File: config.mk
export PLATFORM = sky130hd
export DESIGN_NAME = rx_irq_coalescer
export DESIGN_NICKNAME = d
export VERILOG_FILES = /design/src/rtl/rxc_pkg.sv /design/src/rtl/rxc_src_sel.sv /design/src/rtl/rxc_pkt_count.sv /design/src/rtl/rxc_tmo_timer.sv /design/src/rtl/rx_irq_coalescer.sv
export SDC_FILE = /design/constraint.sdc
export NUM_CORES = 1
export LEC_CHECK = 0
export BUFFER_PORTS_ARGS = -buffer_cell sky130_fd_sc_hd__buf_2
export CAP_MARGIN = 40
export CELL_PAD_IN_SITES_DETAIL_PLACEMENT = 0
export CELL_PAD_IN_SITES_GLOBAL_PLACEMENT = 1
export CORE_ASPECT_RATIO = 0.7
export CORE_MARGIN = 2
export CORE_UTILIZATION = 49
export CTS_BUF_LIST = sky130_fd_sc_hd__clkbuf_8
export DETAILED_ROUTE_END_ITERATION = 6
export PLACE_DENSITY_LB_ADDON = 0.1
export SYNTH_ARGS = -nofsm -noshare
export SYNTH_HDL_FRONTEND = slang
export SYNTH_SLANG_ARGS = --single-unit
File: constraint.sdc
create_clock -name clk -period 4.5 [get_ports clk]
set_clock_uncertainty 0.1 [all_clocks]
set_input_delay 0.45 -clock clk [delete_from_list [all_inputs] [get_ports clk]]
set_output_delay 0.45 -clock clk [all_outputs]
set_load 0.02 [all_outputs]
File: src/rtl/rxc_pkg.sv
package rxc_pkg;
    // Width of the packet-count threshold code
    localparam int CODE_W   = 2;
    // Largest threshold the code can select (1 << (2^CODE_W - 1))
    localparam int MAX_PKTS = 1 << ((1 << CODE_W) - 1);
    // Counter width able to hold MAX_PKTS
    localparam int CNT_W    = $clog2(MAX_PKTS) + 1;

    typedef enum logic [0:0] {
        ST_IDLE = 1'b0,
        ST_PEND = 1'b1
    } rxc_state_e;

    // Code to packets-per-interrupt: 0->1, 1->2, 2->4, 3->8
    function automatic logic [CNT_W-1:0] code_to_thresh(input logic [CODE_W-1:0] code);
        return CNT_W'(1) << code;
    endfunction
endpackage

File: src/rtl/rxc_src_sel.sv
module rxc_src_sel (
    input  logic sel_host,
    input  logic local_done,
    input  logic host_done,
    output logic evt
);
    // Only the chosen completion point counts; the other pulse is dropped
    always_comb begin
        evt = sel_host ? host_done : local_done;
    end
endmodule

File: src/rtl/rxc_pkt_count.sv
module rxc_pkt_count
    import rxc_pkg::*;
(
    input  logic              clk,
    input  logic              rst_n,
    input  logic              evt,
    input  logic              fire,
    input  logic [CODE_W-1:0] code,
    output logic              at_thresh
);
    logic [CNT_W-1:0] cnt;
    logic [CNT_W-1:0] cnt_inc;
    logic [CNT_W-1:0] thresh;

    always_comb begin
        thresh    = code_to_thresh(code);
        cnt_inc   = cnt + CNT_W'(1);
        // >= so a threshold lowered while packets wait fires on the next packet
        at_thresh = evt && (cnt_inc >= thresh);
    end

    always_ff @(posedge clk or negedge rst_n) begin
        if (!rst_n) begin
            cnt <= '0;
        end else if (fire) begin
            cnt <= '0;
        end else if (evt) begin
            cnt <= cnt_inc;
        end
    end


    fire_clears_cnt_chk: assert property (@(posedge clk) disable iff (!rst_n)
        fire |=> (cnt == '0));


    evt_counts_chk: assert property (@(posedge clk) disable iff (!rst_n)
        (evt && !fire) |=> (cnt == $past(cnt) + CNT_W'(1)));
endmodule

File: src/rtl/rxc_tmo_timer.sv
module rxc_tmo_timer #(
    parameter int TMO_W = 16
) (
    input  logic             clk,
    input  logic             rst_n,
    input  logic             tick,
    input  logic             pending,
    input  logic             evt,
    input  logic             fire,
    input  logic [TMO_W-1:0] tmo,
    output logic             expire
);
    logic [TMO_W-1:0] tmr;
    logic [TMO_W:0]   tmr_nxt;
    logic             tmo_en;

    always_comb begin
        tmo_en  = |tmo;
        tmr_nxt = {1'b0, tmr} + (TMO_W+1)'(1);
        // Expire on the tick that brings the elapsed count to the limit
        expire  = pending && tick && tmo_en && (tmr_nxt >= {1'b0, tmo});
    end

    always_ff @(posedge clk or negedge rst_n) begin
        if (!rst_n) begin
            tmr <= '0;
        end else if (fire || evt || !pending) begin
            tmr <= '0;
        end else if (tick && tmo_en) begin
            tmr <= tmr_nxt[TMO_W-1:0];
        end
    end


    evt_restart_chk: assert property (@(posedge clk) disable iff (!rst_n)
        evt |=> (tmr == '0));


    idle_timer_still_chk: assert property (@(posedge clk) disable iff (!rst_n)
        !pending |=> (tmr == '0));
endmodule

File: src/rtl/rx_irq_coalescer.sv
module rx_irq_coalescer
    import rxc_pkg::*;
#(
    parameter int BYTE_W = 8
) (
    input  logic              clk,
    input  logic              rst_n,
    input  logic              tick,
    input  logic              local_done,
    input  logic              host_done,
    input  logic              sel_host,
    input  logic [CODE_W-1:0] count_code,
    input  logic [BYTE_W-1:0] tmo_hi,
    input  logic [BYTE_W-1:0] tmo_lo,
    input  logic              irq_clr,
    output logic              irq_flag
);
    localparam int TMO_W = 2 * BYTE_W;

    rxc_state_e       state;
    rxc_state_e       state_nxt;
    logic             evt;
    logic             at_thresh;
    logic             expire;
    logic             fire;
    logic             pending;
    logic [TMO_W-1:0] tmo;

    always_comb begin
        tmo     = {tmo_hi, tmo_lo};
        pending = (state == ST_PEND);
        fire    = at_thresh || expire;
    end

    rxc_src_sel u_src (
        .sel_host   (sel_host),
        .local_done (local_done),
        .host_done  (host_done),
        .evt        (evt)
    );

    rxc_pkt_count u_cnt (
        .clk       (clk),
        .rst_n     (rst_n),
        .evt       (evt),
        .fire      (fire),
        .code      (count_code),
        .at_thresh (at_thresh)
    );

    rxc_tmo_timer #(.TMO_W(TMO_W)) u_tmr (
        .clk     (clk),
        .rst_n   (rst_n),
        .tick    (tick),
        .pending (pending),
        .evt     (evt),
        .fire    (fire),
        .tmo     (tmo),
        .expire  (expire)
    );

    // Next-state logic
    always_comb begin
        state_nxt = state;
        unique case (state)
            ST_IDLE: if (evt && !fire) state_nxt = ST_PEND;  // IDLE_TO_PEND
            ST_PEND: if (fire)         state_nxt = ST_IDLE;  // PEND_TO_IDLE
            default:                   state_nxt = ST_IDLE;
        endcase
    end

    // State register
    always_ff @(posedge clk or negedge rst_n) begin
        if (!rst_n) state <= ST_IDLE;
        else        state <= state_nxt;
    end

    // Output register: a new interrupt beats a clear on the same edge
    always_ff @(posedge clk or negedge rst_n) begin
        if (!rst_n)       irq_flag <= 1'b0;
        else if (fire)    irq_flag <= 1'b1;
        else if (irq_clr) irq_flag <= 1'b0;
    end


    flag_sticky_chk: assert property (@(posedge clk) disable iff (!rst_n)
        (irq_flag && !irq_clr) |=> irq_flag);


    clear_works_chk: assert property (@(posedge clk) disable iff (!rst_n)
        (irq_clr && !fire) |=> !irq_flag);


    fire_to_idle_chk: assert property (@(posedge clk) disable iff (!rst_n)
        fire |=> (state == ST_IDLE));


    expire_needs_pend_chk: assert property (@(posedge clk) disable iff (!rst_n)
        expire |-> (state == ST_PEND));
endmodule

==> run summary <==
The routed wire length is approximately 4.4 mm. The antenna violation net count after detailed routing came out at 0. Setup repair after global routing left no endpoint under its margin. Once the floorplan was initialized, standard cells occupied 51.0% of the core.

The cell row count is 19. The last weighted congestion value of the routability-driven placer is 0.864. The ratio of cells with drive above 1 in the final layout came out at between 15 and 20%. The count of pins over their slew limit is 0. After clock tree synthesis, the clock-pin slew on the worst setup and hold paths is 0.08 ns. The count of warnings emitted by yosys is 0. The leftover overflow at the end of global routing is 0.

In the routed design, unresolved DRC markers number 0. The post-CTS resize count is 0. The count of max-cap constraint violations came out at 0. The leakage power figure is ~1.1 nW.

The combined global-route utilization of all metal layers came out at a little over a fifth. The number of clock sinks came out at 22. The share of the cycle needed by the critical path after routing came out at between 80% and 90%. The boundary pin count is 26. The power per cell area came out at about 260 mW/mm^2.

The headroom to the max-slew limit is a little under three fifths. Along the worst path, the maximum fanout reaches 16. The transition time at the pin with the least slew margin is ~0.65 ns. The number of hold buffers added after cts is 0. Prior to clock tree synthesis, the placed netlist has a worst setup slack of around 0.88 ns.

The count of unique library cells instantiated by Yosys is 50. For this run, the detailed router's first-pass iteration total came to 4. The core region is between 0.003 and 0.004 mm^2.

The number of buffers inserted by port buffering is 25. The layout overhead on the synthesized area came out at 9.76%. The vias per cell came out at between 5 and 6. The number of global-route vias before repair came out at about 1,500. Leaving out filler cells and counting taps, the final layout contains 308.

The most instantiated flip-flop cell in the synthesis netlist is sky130_fd_sc_hd__dfrtp_1. The post-CTS setup-driven buffer insertion count is 0. Across the VDD grid, the largest voltage drop is roughly 0.0002 V. The count of flip-flops with a built-in enable after synthesis came out at 0. Each instance of the synthesized netlist takes up on average between 8 and 9 um^2.

The latest clock arrival within the worst-skew pair came out at between 0.2 and 0.3 ns. The post-layout instance area is 0.00218 mm^2. After technology mapping, the gate count stands at about 230.

The register bit total from synthesis came out at 22. The synthesized cell area is approximately 0.0020 mm^2. The area occupied by multi-input gates came out at around 0.0013 mm^2.

When the netlist entered floorplanning its net count stood at roughly 280. For the final routed database, the setup TNS stands at 0 ns. The tightest min-delay check is of the in -> async type. The sequential standard cell area is around 550 um^2. TritonCTS built the clock tree.

The maximum number of buffers from clock root to sink came out at 2. The worst-case register-to-register setup slack is between 0.8 and 0.9 ns. The vertical die dimension is ~57 um. The number of diodes is 0. The via count is around 1,700. The root buffer selected by CTS is sky130_fd_sc_hd__clkbuf_8. The final hold violation count came to 0.

The instance area after placement came out at about 0.0021 mm^2. The worst setup path is captured at a register. The number of H-tree branching levels is 1. The first global-routing pass estimated around 7.6 mm of wire. The run finished with clean final reports. The cell count after placement came out at 305. The number of antenna violations at the first check in global routing came out at 0. Entering global routing, the biggest net connects 23 pins. The top achievable clock speed is ~0.27 GHz.

After filler insertion, the fill cell instance count of the layout stands at 370. The worst path required time is approximately 4.6 ns. The net count of the finished layout is 305. The sequential element share of the synthesized area came out at between 20% and 30%. The critical path data arrival time came out at 3.71 ns.

STA classifies the critical path startpoint as a register. The routed length per placed instance came out at roughly 14 um. The total clock buffers created by CTS is 3. The critical path is of the reg -> reg type.

The die outline area is about 0.0046 mm^2. The share of async-settable or async-resettable flops after synthesis came out at 100%. Setup violations remaining at the end of the flow were counted as 0. The die span in x is between 80 and 90 um. The shortest clock period the worst path allows after layout came out at approximately 3.6 ns. The total half-perimeter wirelength after legalization and detailed placement came out at 3.47 mm. The iteration-0 DRC count of the detailed router is between 90 and 100. The minimum setup slack in the final design came out at roughly 0.86 ns.
## cells in the final DEF, fill, tap and decap left out, types with 7 or more instances in the layout
master | netlist | final
sky130_fd_sc_hd__a21oi_1 | 10 | 10
sky130_fd_sc_hd__buf_2 | 1 | 25
sky130_fd_sc_hd__dfrtp_1 | 22 | 22
sky130_fd_sc_hd__ha_1 | 22 | 22
sky130_fd_sc_hd__inv_1 | 20 | 20
sky130_fd_sc_hd__nand2_1 | 33 | 33
sky130_fd_sc_hd__nand3_1 | 10 | 10
sky130_fd_sc_hd__nand4_1 | 11 | 11
sky130_fd_sc_hd__nor2_1 | 16 | 16
sky130_fd_sc_hd__o211ai_1 | 7 | 7
sky130_fd_sc_hd__o21ai_0 | 9 | 9
sky130_fd_sc_hd__xnor2_1 | 9 | 9
## registers in the layout, summed over array words and instances (netlist names)
register and count:
u_tmr.tmr 16, u_cnt.cnt 4, irq_flag 1, pending 1
## synth_stat cells, types with 2 or more instances
cell                       instances  share of area (%)
sky130_fd_sc_hd__dfrtp_1          22                 28
sky130_fd_sc_hd__xor2_1            4                1.8
sky130_fd_sc_hd__a22o_1            2               0.88
sky130_fd_sc_hd__o22ai_1           2               0.63
sky130_fd_sc_hd__nand3_1          10                2.5
sky130_fd_sc_hd__a41oi_1           3                1.3
sky130_fd_sc_hd__o211ai_1          7                2.6
sky130_fd_sc_hd__ha_1             22                 14
sky130_fd_sc_hd__o21ai_0           9                2.3
sky130_fd_sc_hd__nor3_1            2               0.50
sky130_fd_sc_hd__nand2b_1          5                1.6
sky130_fd_sc_hd__nor2_1           16                3.0
sky130_fd_sc_hd__xnor2_1           9                4.0
sky130_fd_sc_hd__nor2b_1           5                1.6
sky130_fd_sc_hd__a21oi_1          10                2.5
sky130_fd_sc_hd__inv_1            20                3.8
sky130_fd_sc_hd__nand4_1          11                3.5
sky130_fd_sc_hd__buf_6             2                1.1
sky130_fd_sc_hd__a21o_1            2               0.76
sky130_fd_sc_hd__nor4_1            4                1.3
sky130_fd_sc_hd__and3_2            2               0.76
sky130_fd_sc_hd__mux2i_1           3                1.5
sky130_fd_sc_hd__nand2_1          33                6.2
## final cells by class
cell class              count  area share (%)
repair buffers             26            6.25
inverters                  20            3.44
flip-flops and latches     22            25.2
multi-input cells         185            60.2
clock buffers               3            1.89
well taps                  52            2.98
## final timing paths
kind	depth (start not counted)	endpoint	from
max in group asynchronous	1	u_tmr.tmr[4]	rst_n
setup reg to reg	12	u_tmr.tmr[9]	u_tmr.tmr[0]
min in group clk	3	irq_flag	irq_clr
setup / recovery	12	u_tmr.tmr[9]	u_tmr.tmr[0]
hold / removal	1	u_tmr.tmr[12]	rst_n
hold reg to reg	2	u_tmr.tmr[1]	u_tmr.tmr[1]
## cells by family (layout without fill, tap and decap cells)
logic type / count (synthesis) / in the layout / share of synthesized area (%)
adder cells (fa/ha/maj): 22 / 22 / 13.9
AND/OR/NAND/NOR: 103 / 103 / 28.4
multiplexers: 4 / 4 / 2.20
flip-flops: 22 / 22 / 27.7
buffers and inverters: 25 / 49 / 6.23
XOR/XNOR: 13 / 13 / 5.73
AO/OA/AOI/OAI: 43 / 43 / 15.9
## critical path: stages (launching register included)
cell	delay (ns)
sky130_fd_sc_hd__dfrtp_1	0.41
sky130_fd_sc_hd__ha_1	0.22
sky130_fd_sc_hd__nand2_1	0.14
sky130_fd_sc_hd__nor4_4	0.43
sky130_fd_sc_hd__nand3_1	0.20
sky130_fd_sc_hd__xnor2_1	0.17
sky130_fd_sc_hd__ha_1	0.29
sky130_fd_sc_hd__a21o_1	0.16
sky130_fd_sc_hd__a21oi_1	0.25
sky130_fd_sc_hd__a21boi_0	0.22
sky130_fd_sc_hd__a31o_2	0.39
sky130_fd_sc_hd__nand3_2	0.30
sky130_fd_sc_hd__o211ai_1	0.26
## metrics by stage
| step | hold WS, ns | power (mW) | util [%] |
|---|---|---|---|
| 2_1_floorplan | 0.0544 | 0.383 | - |
| 3_3_place_gp | 0.356 | 0.440 | 54.6 |
| 3_5_place_dp | 0.353 | 0.441 | 54.9 |
| 4_1_cts | 0.0686 | 0.567 | 55.9 |
| 5_1_grt | 0.0767 | 0.611 | 55.9 |
| 6_report | 0.0470 | 0.560 | 55.9 |
## layer usage
metal / vias up / routed length (um) / global-route usage [%]
li1: 886 / - / -
met1: 742 / 2490 / 36.1
met2: 31 / 1690 / 29.0
met3: 2 / 163 / 3.32
met4: 0 / 16 / 2.91
met5: - / 0 / 0
## power breakdown
group          total [mW]  leakage (nW)  switching, mW  internal (mW)
sequential          0.240         0.300         0.0202          0.220
combinational       0.199         0.734          0.115         0.0840
clock               0.121        0.0216         0.0614         0.0597
Note: power is estimated with default switching activity, not from simulation.
